### config.mk
export PLATFORM = sky130hd
export DESIGN_NAME = bemf_stall_detect
export DESIGN_NICKNAME = d
export VERILOG_FILES = /design/src/rtl/bsd_pkg.sv /design/src/rtl/bsd_window.sv /design/src/rtl/bsd_run_count.sv /design/src/rtl/bsd_status.sv /design/src/rtl/bemf_stall_detect.sv
export SDC_FILE = /design/constraint.sdc
export NUM_CORES = 1
export LEC_CHECK = 0
export ABC_AREA = 1
export BUFFER_PORTS_ARGS = -buffer_cell sky130_fd_sc_hd__buf_2
export CAP_MARGIN = 30
export CORE_AREA = 2 2 51 53
export DETAILED_ROUTE_END_ITERATION = 10
export DIE_AREA = 0 0 53 55
export PLACE_DENSITY = 0.92
export SLEW_MARGIN = 20
export SYNTH_ARGS = -nofsm -noshare
export SYNTH_HDL_FRONTEND = slang
export SYNTH_SLANG_ARGS = --single-unit
### constraint.sdc
create_clock -name clk -period 3.1 [get_ports clk]
set_clock_uncertainty 0.15 [all_clocks]
set_input_delay 0.62 -clock clk [delete_from_list [all_inputs] [get_ports clk]]
set_output_delay 0.62 -clock clk [all_outputs]
set_load 0.005 [all_outputs]
### src/rtl/bsd_pkg.sv
package bsd_pkg;

    typedef enum logic {
        WIN_IDLE   = 1'b0,
        WIN_SAMPLE = 1'b1
    } win_state_t;

    typedef enum logic {
        ST_CLEAR   = 1'b0,
        ST_STALLED = 1'b1
    } stall_state_t;

endpackage

### src/rtl/bsd_window.sv
module bsd_window
    import bsd_pkg::*;
#(
    parameter int WIN_W = 8
) (
    input  logic             clk,
    input  logic             rst,
    input  logic             enable,
    input  logic             zc_step,
    input  logic [WIN_W-1:0] win_len,
    output logic             fire,
    output logic             abort,
    output logic             busy
);

    localparam logic [WIN_W-1:0] ONE = WIN_W'(1);

    win_state_t       state_q, state_d;
    logic [WIN_W-1:0] timer_q, timer_d;
    logic [WIN_W-1:0] len_eff;

    assign len_eff = (win_len == '0) ? ONE : win_len;

    // next-state logic
    always_comb begin
        state_d = state_q;
        timer_d = timer_q;
        unique case (state_q)
            WIN_IDLE: begin
                if (enable && zc_step) begin          // open
                    state_d = WIN_SAMPLE;
                    timer_d = len_eff;
                end
            end
            WIN_SAMPLE: begin
                if (!enable) begin                    // gate
                    state_d = WIN_IDLE;
                    timer_d = '0;
                end else if (zc_step) begin           // restart
                    state_d = WIN_SAMPLE;
                    timer_d = len_eff;
                end else if (timer_q == ONE) begin    // complete
                    state_d = WIN_IDLE;
                    timer_d = '0;
                end else begin
                    timer_d = timer_q - ONE;
                end
            end
            default: begin
                state_d = WIN_IDLE;
                timer_d = '0;
            end
        endcase
    end

    // state register
    always_ff @(posedge clk) begin
        if (rst) begin
            state_q <= WIN_IDLE;
            timer_q <= '0;
        end else begin
            state_q <= state_d;
            timer_q <= timer_d;
        end
    end

    // outputs
    always_comb begin
        fire  = 1'b0;
        abort = 1'b0;
        busy  = 1'b0;
        unique case (state_q)
            WIN_IDLE: begin
                abort = !enable;
            end
            WIN_SAMPLE: begin
                busy  = 1'b1;
                abort = !enable || zc_step;
                fire  = enable && !zc_step && (timer_q == ONE);
            end
            default: ;
        endcase
    end

    // an open window always has time left on its timer
    p_timer_live_r4: assert property (@(posedge clk) disable iff (rst)
        (state_q == WIN_SAMPLE) |-> (timer_q != '0));

    // a window that fires was not aborted in the same cycle
    p_fire_not_aborted_r10: assert property (@(posedge clk) disable iff (rst)
        fire |-> !abort);

    // no window survives a gated cycle
    p_gate_closes_r8: assert property (@(posedge clk) disable iff (rst)
        !enable |=> (state_q == WIN_IDLE));

endmodule

### src/rtl/bsd_run_count.sv
module bsd_run_count #(
    parameter int SEL_W   = 2,
    parameter int MAX_RUN = 8
) (
    input  logic             clk,
    input  logic             rst,
    input  logic             clear,
    input  logic             fire,
    input  logic             is_low,
    input  logic [SEL_W-1:0] run_sel,
    output logic             detect,
    output logic             release_evt
);

    localparam int CNT_W = $clog2(MAX_RUN + 1);
    localparam logic [CNT_W-1:0] CNT_MAX = CNT_W'(MAX_RUN);

    logic [CNT_W-1:0] cnt_q, cnt_d, cnt_inc, target;

    assign target  = CNT_W'(1) << run_sel;
    assign cnt_inc = (cnt_q == CNT_MAX) ? cnt_q : cnt_q + CNT_W'(1);

    always_comb begin
        cnt_d = cnt_q;
        if (clear) begin
            cnt_d = '0;
        end else if (fire) begin
            cnt_d = is_low ? cnt_inc : '0;
        end
    end

    always_ff @(posedge clk) begin
        if (rst) cnt_q <= '0;
        else     cnt_q <= cnt_d;
    end

    assign detect      = fire && is_low && !clear && (cnt_inc >= target);
    assign release_evt = fire && !is_low;

    // run count stays within its saturating range
    p_no_overflow_r3: assert property (@(posedge clk) disable iff (rst)
        cnt_q <= CNT_MAX);

    // detection only from a completed low sample
    p_detect_low_r2: assert property (@(posedge clk) disable iff (rst)
        detect |-> (fire && is_low));

    // a non-low sample leaves the count at zero
    p_release_resets_r6: assert property (@(posedge clk) disable iff (rst)
        release_evt |=> (cnt_q == '0));

endmodule

### src/rtl/bsd_status.sv
module bsd_status
    import bsd_pkg::*;
(
    input  logic clk,
    input  logic rst,
    input  logic enable,
    input  logic detect,
    input  logic release_evt,
    input  logic flag_wr,
    input  logic flag_wdata,
    output logic stall_n,
    output logic stall_live,
    output logic stall_latched
);

    stall_state_t state_q, state_d;
    logic         latch_q, latch_d;

    always_comb begin
        state_d = state_q;
        unique case (state_q)
            ST_CLEAR: begin
                if (enable && detect) state_d = ST_STALLED;       // detect
            end
            ST_STALLED: begin
                if (!enable)          state_d = ST_CLEAR;         // gate
                else if (release_evt) state_d = ST_CLEAR;         // release
            end
            default: state_d = ST_CLEAR;
        endcase
    end

    always_comb begin
        latch_d = latch_q;
        if (enable && detect)             latch_d = 1'b1;
        else if (flag_wr && !flag_wdata)  latch_d = 1'b0;
    end

    // state register
    always_ff @(posedge clk) begin
        if (rst) begin
            state_q <= ST_CLEAR;
            latch_q <= 1'b0;
        end else begin
            state_q <= state_d;
            latch_q <= latch_d;
        end
    end

    // outputs
    always_comb begin
        stall_live = 1'b0;
        unique case (state_q)
            ST_CLEAR:   stall_live = 1'b0;
            ST_STALLED: stall_live = 1'b1;
            default:    stall_live = 1'b0;
        endcase
        stall_n       = !stall_live;
        stall_latched = latch_q;
    end

    // the sticky flag is set whenever the live flag rises
    p_sticky_on_rise_r5: assert property (@(posedge clk) disable iff (rst)
        $rose(stall_live) |-> stall_latched);

    // the sticky flag only falls after a write of zero
    p_sticky_fall_r7: assert property (@(posedge clk) disable iff (rst)
        $fell(stall_latched) |-> $past(flag_wr && !flag_wdata));

    // gating clears the live flag
    p_gate_clears_r8: assert property (@(posedge clk) disable iff (rst)
        !enable |=> !stall_live);

    // detection beats a simultaneous clear write
    p_set_wins_r11: assert property (@(posedge clk) disable iff (rst)
        (enable && detect && flag_wr && !flag_wdata) |=> stall_latched);

endmodule

### src/rtl/bemf_stall_detect.sv
module bemf_stall_detect #(
    parameter int WIN_W   = 8,
    parameter int BEMF_W  = 8,
    parameter int SEL_W   = 2,
    parameter int MAX_RUN = 8
) (
    input  logic              clk,
    input  logic              rst,
    input  logic              zc_step,
    input  logic [WIN_W-1:0]  win_len,
    input  logic [BEMF_W-1:0] bemf,
    input  logic [BEMF_W-1:0] thresh,
    input  logic [SEL_W-1:0]  run_sel,
    input  logic              ext_mode,
    input  logic              full_step,
    input  logic              flag_wr,
    input  logic              flag_wdata,
    output logic              stall_n,
    output logic              stall_live,
    output logic              stall_latched
);

    logic enable, is_low;
    logic fire, abort, busy;
    logic detect, release_evt;

    assign enable = !ext_mode && !full_step;
    assign is_low = bemf < thresh;

    bsd_window #(.WIN_W(WIN_W)) u_window (
        .clk     (clk),
        .rst     (rst),
        .enable  (enable),
        .zc_step (zc_step),
        .win_len (win_len),
        .fire    (fire),
        .abort   (abort),
        .busy    (busy)
    );

    bsd_run_count #(.SEL_W(SEL_W), .MAX_RUN(MAX_RUN)) u_count (
        .clk         (clk),
        .rst         (rst),
        .clear       (abort),
        .fire        (fire),
        .is_low      (is_low),
        .run_sel     (run_sel),
        .detect      (detect),
        .release_evt (release_evt)
    );

    bsd_status u_status (
        .clk           (clk),
        .rst           (rst),
        .enable        (enable),
        .detect        (detect),
        .release_evt   (release_evt),
        .flag_wr       (flag_wr),
        .flag_wdata    (flag_wdata),
        .stall_n       (stall_n),
        .stall_live    (stall_live),
        .stall_latched (stall_latched)
    );

    // the pin always mirrors the live flag, including out of reset
    p_pin_matches_r1: assert property (@(posedge clk) disable iff (rst)
        stall_n != stall_live);

    // a sample is only taken from an open window
    p_fire_in_window_r4: assert property (@(posedge clk) disable iff (rst)
        fire |-> busy);

endmodule

==> results_dict.tcl <==
set metrics [dict create \
    grt_max_degree 10 \
    clockBufferDepth 2 \
    top_layer_used "met4" \
    clk_pin_slew_ns 0.10 \
    core_area_um2 2360 \
    ys_seq_area_share_pct 23.7 \
    routed_wl_mm 2.50 \
    synth_area_leaders "dfxtp_1, ha_1, nand2_1" \
    cts_resized 0 \
    hold_buffers 0 \
    min-delay-start "u_count.cnt_q[2]" \
    fin_util_pct 63.5 \
    finalSetupTns_ns 0 \
    cp_max_fo 5 \
    viasPerCell 4.86 \
    cts_tree "done" \
    numCtsBuffers 3 \
    hold_path_depth 2 \
    wl_met1_mm 1.09 \
    syn_inst 186 \
    io_pins 36 \
    slew_violations 0 \
    crit_path_start_kind "register" \
    wl_met2_mm 1.27 \
    synth-seq-cells 15 \
    timing.rr.start "u_count.cnt_q[0]" \
    grt_first_pass_wirelength_mm 4.24 \
    routedWlPerCell_um 9.82 \
    syn_area_um2 1270 \
    rows 18 \
    tightest_slew_ns 0.308 \
    yosysUniqueCellTypes 27 \
    die_x_um 53 \
    start_util_pct 53.5 \
    fmax_ghz 0.487 \
    multiInputGateArea_um2 827 \
    power_density_nw_per_um2 279 \
    maxCapViolCount 0 \
    grt-ovfl-total 0 \
    cts.sinks 15 \
    rr_endpoint "u_status.state_q" \
    final_nets 273 \
    layout_commonest_cell "nand2_1" \
    dp_hpwl_mm 2.16 \
    power.total_uw 420 \
    port_buffers 35 \
    p_leak_nw 0.765 \
    endpoint_kind "register" \
    hold_viol_final 0 \
    cts.root.buffer_cell "clkbuf_4" \
    fill_cells 216 \
    vias 1235 \
    grtUsageTotal_pct 19.4 \
    final_antenna_net_count 0 \
    grt_pass1_vias 1170 \
    vdd_drop_max_mv 0.215 \
    relSlewSlack_pct 79.2 \
    drc 0 \
    synth.largest_area_cell "dfxtp_1" \
    grt_setup_unrepaired "false" \
    reg2reg_slack_ns 1.05 \
    final_cell_mix "nand2_1, buf_2, inv_1" \
    cp_data_required_time_ns 3.15 \
    cp.arrival_ns 2.10 \
    outcome "finished, final reports clean" \
    seq_area_um2 300 \
    ys_warn_count 0 \
    avgSynthCellArea_um2 6.81 \
    clkLatencyLatePin_ns 0.29 \
    post_cts_buffers 0 \
    timing.final.crit_share_pct 66.2 \
    setup_viol_count_final 0 \
    reg2regPathDepth 12 \
    die-area_um2 2920 \
    hold_end "u_count.cnt_q[2]" \
    synth_top_area_share_pct 23.7 \
    die_height_um 55 \
    dr.pass1.iters 4 \
    antenna_found_initial 0 \
    cts-htree-levels 1 \
    drt_iter0_markers 29 \
    syn_to_final_growth_pct 18.7 \
    drive_gt1_share_pct 25.0 \
    gp_congestion 0.835 \
    wl_met3_um 112 \
    synth_nets 234 \
    critPathKind "reg -> reg" \
    antenna-diode-count 0 \
    hp-class "reg -> reg" \
    fin_crit_ns 2.05 \
]
-- worst max-delay path by stage --
stage                     cells past startpoint  slack [ns]                endpoint              from
after floorplan                              12        1.22  u_status.stall_latched  u_count.cnt_q[0]
after global placement                        9        1.09  u_status.stall_latched        run_sel[0]
after detailed placement                      9        1.03        u_status.state_q        run_sel[0]
after CTS                                    12        1.04        u_status.state_q  u_count.cnt_q[0]
after global routing                         13        0.88  u_status.stall_latched  u_count.cnt_q[0]
final                                        12        1.05        u_status.state_q  u_count.cnt_q[0]
-- per-stage QoR --
step | area (µm²) | hold slack [ns] | setup slack [ns] | instances
CTS | 1500 | 0.349 | 1.04 | 254
floorplan | 1270 | 0.309 | 1.22 | 186
global placement | 1480 | 0.329 | 1.09 | 250
detailed placement | 1480 | 0.335 | 1.03 | 250
global route | 1500 | 0.373 | 0.884 | 254
finish | 1500 | 0.346 | 1.05 | 254
-- cells in the mapped netlist --
cell type,n
clkinv_2,1
nor2_2,2
nor2_4,3
nand2_1,46
xor2_1,8
o211ai_1,1
buf_1,1
a21boi_0,1
nor3_1,2
or2_2,1
ha_1,15
a21oi_1,12
nand3_4,1
inv_4,1
nor3_4,1
nor2_1,14
nor3_2,2
a31oi_1,4
nand3_2,2
inv_2,1
nand2_2,2
o21a_1,1
dfxtp_1,15
inv_1,32
o21ai_0,9
nand4_1,2
nand3_1,6
-- cells by family after synthesis --
| kind of cell | after synthesis | share of synthesized area (%) |
|---|---|---|
| buf+inv | 36 | 11.0 |
| flops | 15 | 23.7 |
| xor+xnor | 8 | 5.53 |
| simple gates | 84 | 32.9 |
| fa+ha+maj | 15 | 14.8 |
| compound gates | 28 | 12.1 |
-- report_power, final --
part / switching, mW / internal [mW]
sequential: 0.00553 / 0.197
clock: 0.0672 / 0.0480
combinational: 0.0557 / 0.0463
-- registers in the layout, summed over array words and instances (netlist names) --
| name | cells |
|---|---|
| u_count.cnt_q | 4 |
| u_status.stall_latched | 1 |
| u_status.state_q | 1 |
| u_window.state_q | 1 |
| u_window.timer_q | 8 |
-- layout make-up --
cell class,instances,share of cell area (%)
clock buffers,3,1.50
well taps,30,2.50
multi-input cells,135,55.0
inverters,35,8.99
flip-flops and latches,15,20.0
clock inverters,1,0.333
repair buffers,35,11.7
-- critical path: stages, from the launching register on --
cell     delay (ns)
dfxtp_1        0.42
inv_1          0.06
ha_1           0.20
nand3_1        0.10
xor2_1         0.21
inv_1          0.07
ha_1           0.29
nand4_1        0.09
nand3_1        0.08
nand2_1        0.11
nor2_4         0.04
nor2_1         0.08
nor2_1         0.05
-- metal layers --
layer / GRT usage (%) / up-vias
li1: - / 668
met2: 38.3 / 29
met4: 5.56 / 0
met3: 4.03 / 4
met5: 0 / -
met1: 20.7 / 534
(Power assumes the default switching activity.)
